--- config.mk ---
export PLATFORM = sky130hd
export DESIGN_NAME = tagged_fifo_cell
export DESIGN_NICKNAME = d
export VERILOG_FILES = /design/src/rtl/tfc_pkg.sv /design/src/rtl/tfc_store.sv /design/src/rtl/tfc_tag_ctrl.sv /design/src/rtl/tfc_waiters.sv /design/src/rtl/tagged_fifo_cell.sv
export SDC_FILE = /design/constraint.sdc
export NUM_CORES = 1
export LEC_CHECK = 0
export CAP_MARGIN = 20
export CORE_ASPECT_RATIO = 2
export CORE_MARGIN = 5
export CORE_UTILIZATION = 40
export DETAILED_ROUTE_END_ITERATION = 7
export GPL_TIMING_DRIVEN = 0
export SLEW_MARGIN = 15
export SYNTH_ARGS = -nofsm -noshare
export SYNTH_HDL_FRONTEND = slang
export SYNTH_SLANG_ARGS = --single-unit
--- constraint.sdc ---
create_clock -name clk -period 3.78 [get_ports clk]
set_input_delay 0.756 -clock clk [delete_from_list [all_inputs] [get_ports clk]]
set_output_delay 0.756 -clock clk [all_outputs]
set_load 0.01 [all_outputs]
--- src/rtl/tfc_pkg.sv ---
package tfc_pkg;

  typedef enum logic [1:0] {
    VIEW_RAW  = 2'd0,
    VIEW_TAG  = 2'd1,
    VIEW_WAIT = 2'd2,
    VIEW_POLL = 2'd3
  } view_e;

  // tag word field positions (decoded by software)
  localparam int unsigned BIT_EMPTY  = 0;
  localparam int unsigned BIT_FULL   = 1;
  localparam int unsigned BIT_TRAP   = 16;
  localparam int unsigned BIT_MODE   = 17;
  localparam int unsigned CNT_LSB    = 18;
  localparam int unsigned CNT_W      = 10;
  localparam int unsigned DCODE_LSB  = 28;
  localparam int unsigned DCODE_W    = 4;

endpackage

--- src/rtl/tfc_store.sv ---
module tfc_store #(
  parameter int unsigned DEPTH  = 8,
  parameter int unsigned DATA_W = 64,
  localparam int unsigned PW    = $clog2(DEPTH)
) (
  input  logic              clk,
  input  logic              wr_en,
  input  logic [PW-1:0]     wr_idx,
  input  logic [DATA_W-1:0] wr_data,
  input  logic [PW-1:0]     rd_idx,
  output logic [DATA_W-1:0] rd_data
);

  logic [DATA_W-1:0] bank [DEPTH];

  for (genvar i = 0; i < DEPTH; i++) begin : g_ent
    logic [DATA_W-1:0] ent_q;
    logic              ent_we;

    assign ent_we = wr_en && (wr_idx == PW'(i));

    always_ff @(posedge clk) begin
      if (ent_we) begin
        ent_q <= wr_data;
      end
    end

    assign bank[i] = ent_q;
  end

  assign rd_data = bank[rd_idx];

endmodule

--- src/rtl/tfc_tag_ctrl.sv ---
module tfc_tag_ctrl
  import tfc_pkg::*;
#(
  parameter int unsigned DEPTH  = 8,
  parameter int unsigned DATA_W = 64,
  localparam int unsigned PW    = $clog2(DEPTH),
  localparam int unsigned CW    = $clog2(DEPTH) + 1
) (
  input  logic              clk,
  input  logic              rst_n,
  input  logic              req_valid,
  input  logic [1:0]        req_view,
  input  logic              req_wr,
  input  logic              ld_empty,
  input  logic              ld_full,
  input  logic              ld_trap,
  input  logic [DATA_W-1:0] st_rdata,
  output logic              st_we,
  output logic [PW-1:0]     st_widx,
  output logic [PW-1:0]     st_ridx,
  output logic [DATA_W-1:0] rdata_nx,
  output logic              stall_nx,
  output logic              go,
  output logic [CW-1:0]     fill_q,
  output logic              empty_q,
  output logic              full_q
);

  localparam logic [CW-1:0]      DEPTH_C = CW'(DEPTH);
  localparam logic [DCODE_W-1:0] DCODE   = DCODE_W'(PW);

  logic [PW-1:0] head_q, head_nx;
  logic [CW-1:0] fill_nx;
  logic          empty_nx, full_nx, trap_q, trap_nx;
  logic          blocking;
  logic [31:0]   tag_word;

  function automatic logic [PW-1:0] ring_idx(input logic [PW-1:0] base,
                                             input logic [CW-1:0] off);
    logic [CW-1:0] sum;
    sum = CW'(base) + off;
    return sum[PW-1:0];
  endfunction

  always_comb begin
    tag_word                          = '0;
    tag_word[BIT_EMPTY]               = empty_q;
    tag_word[BIT_FULL]                = full_q;
    tag_word[BIT_TRAP]                = trap_q;
    tag_word[BIT_MODE]                = 1'b1;
    tag_word[CNT_LSB +: CNT_W]        = CNT_W'(fill_q);
    tag_word[DCODE_LSB +: DCODE_W]    = DCODE;
  end

  assign st_ridx  = head_q;
  assign blocking = (req_view == VIEW_WAIT);

  always_comb begin
    head_nx  = head_q;
    fill_nx  = fill_q;
    empty_nx = empty_q;
    full_nx  = full_q;
    trap_nx  = trap_q;
    st_we    = 1'b0;
    st_widx  = head_q;
    rdata_nx = '0;
    stall_nx = 1'b0;
    go       = 1'b0;
    if (req_valid) begin
      unique case (req_view)
        VIEW_RAW: begin
          if (req_wr) begin
            if (fill_q != '0) begin
              st_we   = 1'b1;
              st_widx = ring_idx(head_q, fill_q - CW'(1));
            end
          end else begin
            rdata_nx = st_rdata;
          end
        end
        VIEW_TAG: begin
          if (req_wr) begin
            trap_nx  = ld_trap;
            empty_nx = ld_empty;
            full_nx  = ld_full;
            if (ld_empty) begin
              fill_nx = '0;
            end
          end else begin
            rdata_nx = DATA_W'(tag_word);
          end
        end
        default: begin
          if (!req_wr) begin
            full_nx = 1'b0;
            if (blocking && empty_q) begin
              stall_nx = 1'b1;
            end else begin
              go = 1'b1;
              if (fill_q != '0) begin
                rdata_nx = st_rdata;
                head_nx  = head_q + PW'(1);
                fill_nx  = fill_q - CW'(1);
              end
              if (fill_nx == '0) begin
                empty_nx = 1'b1;
              end
            end
          end else begin
            empty_nx = 1'b0;
            if (blocking && full_q) begin
              stall_nx = 1'b1;
            end else begin
              go = 1'b1;
              if (fill_q < DEPTH_C) begin
                st_we   = 1'b1;
                st_widx = ring_idx(head_q, fill_q);
                fill_nx = fill_q + CW'(1);
              end
              if (fill_nx == DEPTH_C) begin
                full_nx = 1'b1;
              end
            end
          end
        end
      endcase
    end
  end

  always_ff @(posedge clk or negedge rst_n) begin
    if (!rst_n) begin
      head_q  <= '0;
      fill_q  <= '0;
      empty_q <= 1'b1;
      full_q  <= 1'b0;
      trap_q  <= 1'b0;
    end else if (req_valid) begin
      head_q  <= head_nx;
      fill_q  <= fill_nx;
      empty_q <= empty_nx;
      full_q  <= full_nx;
      trap_q  <= trap_nx;
    end
  end

endmodule

--- src/rtl/tfc_waiters.sv ---
module tfc_waiters #(
  parameter int unsigned NREQ = 8,
  localparam int unsigned IDW = $clog2(NREQ)
) (
  input  logic            clk,
  input  logic            rst_n,
  input  logic            stall,
  input  logic            go,
  input  logic [IDW-1:0]  req_id,
  output logic [NREQ-1:0] waiter_q,
  output logic            wake_valid,
  output logic [NREQ-1:0] wake_mask
);

  logic [NREQ-1:0] waiter_nx, wmask_nx;
  logic            wake_nx;

  always_comb begin
    waiter_nx = waiter_q;
    wake_nx   = 1'b0;
    wmask_nx  = '0;
    if (stall) begin
      waiter_nx = waiter_q | (NREQ'(1) << req_id);
    end else if (go && (waiter_q != '0)) begin
      wake_nx   = 1'b1;
      wmask_nx  = waiter_q;
      waiter_nx = '0;
    end
  end

  always_ff @(posedge clk or negedge rst_n) begin
    if (!rst_n) begin
      waiter_q   <= '0;
      wake_valid <= 1'b0;
      wake_mask  <= '0;
    end else begin
      waiter_q   <= waiter_nx;
      wake_valid <= wake_nx;
      wake_mask  <= wmask_nx;
    end
  end

endmodule

--- src/rtl/tagged_fifo_cell.sv ---
module tagged_fifo_cell
  import tfc_pkg::*;
#(
  parameter int unsigned DEPTH  = 8,
  parameter int unsigned DATA_W = 64,
  parameter int unsigned NREQ   = 8,
  localparam int unsigned PW    = $clog2(DEPTH),
  localparam int unsigned CW    = $clog2(DEPTH) + 1,
  localparam int unsigned IDW   = $clog2(NREQ)
) (
  input  logic              clk,
  input  logic              rst_n,
  input  logic              req_valid,
  input  logic [1:0]        req_view,
  input  logic              req_wr,
  input  logic [IDW-1:0]    req_id,
  input  logic [DATA_W-1:0] req_wdata,
  output logic              resp_valid,
  output logic              resp_stall,
  output logic [DATA_W-1:0] resp_rdata,
  output logic              wake_valid,
  output logic [NREQ-1:0]   wake_mask
);

  logic [1:0]        rst_pipe;
  logic              rst_sync_n;
  logic              st_we;
  logic [PW-1:0]     st_widx, st_ridx;
  logic [DATA_W-1:0] st_rdata, rdata_nx;
  logic              stall_nx, go;
  logic [CW-1:0]     fill_cnt;
  logic              tag_e, tag_f;
  logic [NREQ-1:0]   waiter_q;

  // asynchronous assertion, synchronous release
  always_ff @(posedge clk or negedge rst_n) begin
    if (!rst_n) begin
      rst_pipe <= '0;
    end else begin
      rst_pipe <= {rst_pipe[0], 1'b1};
    end
  end
  assign rst_sync_n = rst_pipe[1];

  tfc_store #(.DEPTH(DEPTH), .DATA_W(DATA_W)) u_store (
    .clk     (clk),
    .wr_en   (st_we),
    .wr_idx  (st_widx),
    .wr_data (req_wdata),
    .rd_idx  (st_ridx),
    .rd_data (st_rdata)
  );

  tfc_tag_ctrl #(.DEPTH(DEPTH), .DATA_W(DATA_W)) u_tag (
    .clk       (clk),
    .rst_n     (rst_sync_n),
    .req_valid (req_valid),
    .req_view  (req_view),
    .req_wr    (req_wr),
    .ld_empty  (req_wdata[BIT_EMPTY]),
    .ld_full   (req_wdata[BIT_FULL]),
    .ld_trap   (req_wdata[BIT_TRAP]),
    .st_rdata  (st_rdata),
    .st_we     (st_we),
    .st_widx   (st_widx),
    .st_ridx   (st_ridx),
    .rdata_nx  (rdata_nx),
    .stall_nx  (stall_nx),
    .go        (go),
    .fill_q    (fill_cnt),
    .empty_q   (tag_e),
    .full_q    (tag_f)
  );

  tfc_waiters #(.NREQ(NREQ)) u_wait (
    .clk        (clk),
    .rst_n      (rst_sync_n),
    .stall      (stall_nx),
    .go         (go),
    .req_id     (req_id),
    .waiter_q   (waiter_q),
    .wake_valid (wake_valid),
    .wake_mask  (wake_mask)
  );

  always_ff @(posedge clk or negedge rst_sync_n) begin
    if (!rst_sync_n) begin
      resp_valid <= 1'b0;
      resp_stall <= 1'b0;
      resp_rdata <= '0;
    end else begin
      resp_valid <= req_valid;
      resp_stall <= stall_nx;
      resp_rdata <= rdata_nx;
    end
  end

endmodule

==> reports/qor.txt, run 1 <==
WL/cell -> 23.6 um
Slew Viols, Final -> 0
Top Ports -> 148
CTS clk-pin slew, worst paths -> 70 ps
Area Overhead vs Synth -> 23.4%
dpl ws -> -353 ps
CTS tree -> built
CP delay by family, top -> buffers and inverters
Power per Cell Area -> 716 mW/mm^2
fraction of registers with async set/reset -> 15.7%
post-synthesis cell area -> 0.0229 mm^2
HPWL after DPL -> 35800 um
most frequent CP cell -> buf_16
Buf/Inv on CP -> 7
Final Cell Area -> 0.0283 mm^2
final setup margin -> 135 ps
worst hold path class -> primary input to async pin
DIE WIDTH -> 179 um
most common cell in the netlist -> edfxtp_1
CTS Root Cell -> clkbuf_16
initial cell density of the core -> 40.2%
clock sinks -> 607
area leader, netlist -> edfxtp_1
final wirelength -> 52400 um
dpl cell area -> 0.0263 mm^2
Post-synth EDFFs -> 512
DRC Markers -> 0
Worst EP required -> 4060 ps
vias in the first global route -> 12700
Hold Vio Cnt, Final -> 0
RSZ-0062 raised after global routing -> no
crit-path max FO -> 16
hold_ws -> 319 ps
initial antenna violation count -> 5
Synth Area per Inst -> 19.8 um^2
Final nets -> 1498
gp weighted congestion -> 0.826
top cells by instance count after synthesis -> edfxtp_1 (512), mux4_2 (126), nand2_1 (123)
pin count of the biggest net entering global routing -> 52
f_max -> 274 MHz
ys flop type -> edfxtp_1
Seq/Total Area, Yosys -> 77.5%
DR vias/cell -> 5.22
Via Count -> 11600
Max Clock Skew -> 23.5 ps
DR iter-0 viols -> 781
First-pass DRT Iterations -> 5
FF+latch count, synth -> 607
maximum VDD drop -> 0.000350 V
crit path time final -> 3650 ps
CTS max path bufs -> 3
latest clock arrival within the worst-skew pair -> 590 ps
Setup violations, final -> 0
Final ANT Viol Nets -> 0
Crit Path Class -> flip-flop to flip-flop
first-pass GRT wire length -> 79400 um
Cell variety after synth -> 58
Pleak -> 9.62 nW
Synth area leaders -> edfxtp_1 (67%), mux4_2 (12%), dfrtp_1 (10%)
share of layout cells above drive strength 1 -> 23.1%
total chip power -> 0.0202 W
slowest stage delay, CP -> 460 ps
TritonCTS buffer count -> 52
part of the cycle the worst path needs -> 96.4%
CP cell instances -> buf_2 -> buf_6 -> buf_6 -> inv_1 -> fa_2 -> xnor2_1 -> o2111a_1 -> a211o_1 -> a21oi_4 -> buf_16 -> buf_16 -> buf_16
num rows -> 124
top cell type's share of synthesized area -> 67.1%
critical path arrival -> 3930 ps
GRT Util Overall -> 17.0%
Slew @ Worst Pin -> 850 ps
die area -> 0.0624 mm^2
outcome -> finished clean
core area -> 0.0569 mm^2
slew margin rel. -> 42.5%
PortBufs -> 147
crit start category -> flip-flop
CTS Hold Bufs -> 0
CP max-delay cell -> a211o_1
Die Height -> 348 um
Ys Warns -> 0
syn nets -> 1235
CP Capture Type -> flip-flop
Gate Count Post-Synth -> 1155
htree depth -> 2
Max-Cap Viols -> 0
GRT Residual Overflow -> 0
-- cells in the final DEF, fill, tap and decap left out, types with 4 or more instances in the layout --
cell,Yosys,final
clkinvlp_4,0,5
nor2_1,26,26
a31oi_1,7,7
clkinv_1,1,4
nand2b_1,6,6
inv_1,7,6
mux2i_1,15,15
buf_8,0,22
buf_4,10,26
clkbuf_16,0,53
mux4_2,126,126
o21ai_0,7,7
buf_6,0,9
diode_2,0,4
bufinv_16,0,6
buf_16,0,16
clkdlybuf4s50_1,0,147
buf_1,6,6
clkinv_2,0,9
nand3_1,6,6
nor4_1,4,4
dfrtp_1,94,92
edfxtp_1,512,512
xnor2_1,4,4
nand2_1,123,123
clkbuf_1,20,28
clkbuf_8,0,10
ha_1,5,4
a211oi_1,8,6
buf_2,24,22
a21oi_1,71,68
nor2b_1,10,10
nand4_1,4,4
and2_1,8,8
-- per-stage QoR --
step	std cells	utilization [%]	TNS, ps
floorplan	1155	-	-243280
global placement	2058	44.7	-1515080
detailed placement	2103	46.2	-66010
CTS	2212	49.5	0
global route	2219	49.6	0
finish	2222	49.6	0
-- worst paths after layout --
check / startpoint / endpoint / slack [ps] / depth (start not counted)
min: rst_n / rst_pipe[0] / 320 / 1
max: u_tag.st_ridx[1] / u_store.g_ent[3].ent_q[44] / 130 / 12
max reg2reg: u_tag.st_ridx[1] / u_store.g_ent[3].ent_q[44] / 130 / 12
min in group clk: rst_pipe[0] / rst_pipe[1] / 360 / 0
min reg2reg: rst_pipe[0] / rst_pipe[1] / 360 / 0
max in group asynchronous: rst_pipe[1] / u_tag.empty_q / 2650 / 1
-- worst reg2reg max path, delay by kind of cell (launching register included) --
family,cells,cell delay [ps]
xor gates and xnor gates,1,140
AOI/OAI and AO/OA,3,1000
adders and majority gates,1,390
DFF,1,440
buffers and inverters,7,1350
-- area by class of cell --
type	instances	area [um^2]
Inverter	9	36.3
Multi-Input combinational cell	479	4940
Clock inverter	27	309
Clock buffer	71	1480
Sequential cell	607	17800
Buffer	60	315
Tap cell	756	946
Timing Repair Buffer	209	2460
Antenna cell	4	10.0
Fill cell	4634	28700
-- registers in the layout, summed over array words and instances (netlist names), 2 cells and up --
signal               count
u_store.g_ent.ent_q    512
rst_pipe                 2
resp_rdata              64
u_wait.wake_mask         8
u_wait.waiter_q          8
u_tag.fill_q             4
u_tag.st_ridx            3
-- report_power, final --
group | switching, W | leakage (nW) | internal (W)
clock network | 0.00236 | 0.872 | 0.00318
logic | 0.00321 | 2.84 | 0.00279
registers | 0.000301 | 5.90 | 0.00839
total | 0.00587 | 9.62 | 0.0144
-- routing by layer --
metal	part of all wire, %	track usage [%]	routed length [um]
met5	0.051	0	27
met4	2.8	5.45	1460
met3	4.7	2.97	2480
met2	54	30.1	28100
met1	39	20.9	20300
-- cell families (layout without fill, tap and decap cells) --
| logic type | Yosys count | count (layout) | share of synthesized area (%) |
|---|---|---|---|
| buffers and inverters | 69 | 376 | 1.43 |
| adders and majority gates | 7 | 7 | 0.448 |
| AOI/OAI and AO/OA | 113 | 113 | 2.95 |
| xor gates and xnor gates | 5 | 5 | 0.191 |
| muxes | 144 | 144 | 13.2 |
| DFF | 607 | 607 | 77.5 |
| and+or+nand+nor | 209 | 209 | 4.27 |
| other | 1 | 5 | 0.0164 |
-- repair_timing --
item,4_1_cts,5_1_grt
gates resized for setup,1,0
endpoints found under the setup margin,348,74
setup buffers,11,6
pin swaps,5,1
(Power assumes the default switching activity.)
==> run 2: changes to the inputs <==
DONT_BUFFER_PORTS = 1   (was default)
==> reports/qor.txt, run 2 (synthesis results as in run 1) <==
crit path time final -> 3650 ps (+0.955 ps)
PortBufs -> 0 (-100%)
DRC Markers -> 0 (unchanged)
outcome -> finished clean
CTS clk-pin slew, worst paths -> 70 ps (about the same)
Worst EP required -> 4060 ps (about the same)
area occupied by registers -> 0.0178 mm^2 (about the same)
Hold Vio Cnt, Final -> 0 (unchanged)
placed cell count -> 1955 (-7.0%)
DR iter-0 viols -> 683 (-13%)
final wirelength -> 52200 um (-0.49%)
DR vias/cell -> 5.36 (+2.7%)
WL/cell -> 25.2 um (+6.8%)
clock sinks -> 607 (unchanged)
crit start category -> flip-flop
GRT Util Overall -> 16.9% (about the same)
Area Overhead vs Synth -> 16.0%
commonest cells after routing, fill and taps aside -> edfxtp_1 (512), mux4_2 (126), nand2_1 (123)
Die Height -> 348 um (unchanged)
multi-input logic area -> 0.00495 mm^2 (+0.33%)
first-pass GRT wire length -> 77900 um (-1.9%)
htree depth -> 2 (unchanged)
CTS Root Cell -> clkbuf_16
slew margin rel. -> 43.5% (+0.97 points)
Setup violations, final -> 0 (unchanged)
CTS max path bufs -> 3 (unchanged)
f_max -> 274 MHz (about the same)
crit-path max FO -> 19 (+3)
Final nets -> 1353 (-9.7%)
DR WL met2 -> 28300 um (+0.67%)
die area -> 0.0624 mm^2 (unchanged)
n_diodes -> 0 (-4)
CTS tree -> built
Pleak -> 8.98 nW (-6.6%)
Cell Count, Final, Fillers Out -> 2070 (-6.8%)
initial cell density of the core -> 40.2% (unchanged)
Via Count -> 11100 (-4.4%)
Max-Cap Viols -> 0 (unchanged)
pin count of the biggest net entering global routing -> 57 (+9.6%)
Max Clock Skew -> 23.7 ps (+0.139 ps)
Final ANT Viol Nets -> 0 (unchanged)
num rows -> 124 (unchanged)
Power per Cell Area -> 736 mW/mm^2 (+2.8%)
Final TNS setup -> 0 ps (unchanged)
RSZ-0062 raised after global routing -> no
WL met3 -> 3550 um (+43%)
HPWL after DPL -> 35300 um (-1.6%)
First-pass DRT Iterations -> 5 (unchanged)
latest clock arrival within the worst-skew pair -> 580 ps (about the same)
share of layout cells above drive strength 1 -> 25.4% (+2.4 points)
Slew @ Worst Pin -> 848 ps (-2.51 ps)
gp weighted congestion -> 0.810 (-2.0%)
CP Capture Type -> flip-flop
vias in the first global route -> 11900 (-6.3%)
Crit Path Class -> flip-flop to flip-flop
Met1 Wirelength -> 18900 um (-7.0%)
initial antenna violation count -> 0 (-5)
DIE WIDTH -> 179 um (unchanged)
core area -> 0.0569 mm^2 (unchanged)
top routing layer used -> met4
Largest regs -> u_store.g_ent.ent_q (512), resp_rdata (64)
TritonCTS buffer count -> 52 (unchanged)
Top Ports -> 148 (unchanged)
GRT Residual Overflow -> 0 (unchanged)
maximum VDD drop -> 0.000507 V (+45%)
total of fill cells in the finished design -> 4809 (+3.8%)
Biggest register -> u_store.g_ent.ent_q
most common cell after layout, fill and taps aside -> edfxtp_1
Slew Viols, Final -> 0 (unchanged)
critical path arrival -> 3930 ps (about the same)
max reg flops -> 512 (unchanged)
part of the cycle the worst path needs -> 96.5% (about the same)
post-layout util -> 46.7% (-2.9 points)
worst hold path class -> primary input to flip-flop
-- run 2: repair_timing --
action                                  in CTS  in global routing
buffers inserted                            15                  5
pin swaps                                    4                  2
gates resized for setup                      3                  2
hold endpoints to repair                     2                  0
endpoints found under the setup margin     391                 56
hold buffers                                 1                  0
-- run 2: layer usage --
| layer | vias up | global-route usage, % |
|---|---|---|
| li1 | 4817 | - |
| met1 | 5887 | 19.7 |
| met2 | 319 | 30.7 |
| met3 | 72 | 4.17 |
| met4 | 0 | 5.10 |
| met5 | - | 0 |
-- run 2: through the flow --
stage               total power (W)  hold WS, ps  worst slack, ps  area (um^2)
floorplan                    0.0126          331             -824        23000
CTS                          0.0198          155             43.6        26500
detailed placement           0.0145          352             -669        24700
global route                 0.0205          164             26.6        26600
global placement             0.0141          339            -3540        24000
finish                       0.0196          196              134        26600
-- run 2: critical path: stages, from the launching register on --
cell and delay, ps:
dfrtp_2 430, buf_2 200, buf_6 250, inv_1 200
fa_2 400, xnor2_1 140, o2111a_1 330, a22oi_2 310
nor4b_4 300, buf_6 210, buf_6 190, buf_6 170
buf_6 160
-- run 2: final cells by class --
type                            count  area share [%]
Clock buffer                       65            5.35
Clock inverter                     30           0.989
Inverter                            9           0.137
Sequential cell                   607            66.8
Tap cell                          756            3.56
Timing Repair Buffer               65            3.38
Buffer                             59            1.14
Multi-Input combinational cell    479            18.6
-- run 2: path summary, 6_finish.rpt --
path / cells past startpoint / slack [ps] / endpoint / start
max reg2reg: 12 / 130 / u_store.g_ent[6].ent_q[40] / u_tag.st_ridx[1]
min: 0 / 200 / resp_valid / req_valid
max in group asynchronous: 1 / 2680 / u_tag.empty_q / rst_pipe[1]
min reg2reg: 0 / 350 / resp_rdata[59] / rst_pipe[1]
min in group asynchronous: 0 / 350 / resp_rdata[59] / rst_pipe[1]
max: 12 / 130 / u_store.g_ent[6].ent_q[40] / u_tag.st_ridx[1]
-- run 2: power breakdown --
part	total [W]	switching [W]	internal, W
Sequential	0.00879	0.000390	0.00840
Combinational	0.00549	0.00302	0.00248
Clock	0.00527	0.00233	0.00294
Total	0.0196	0.00574	0.0138
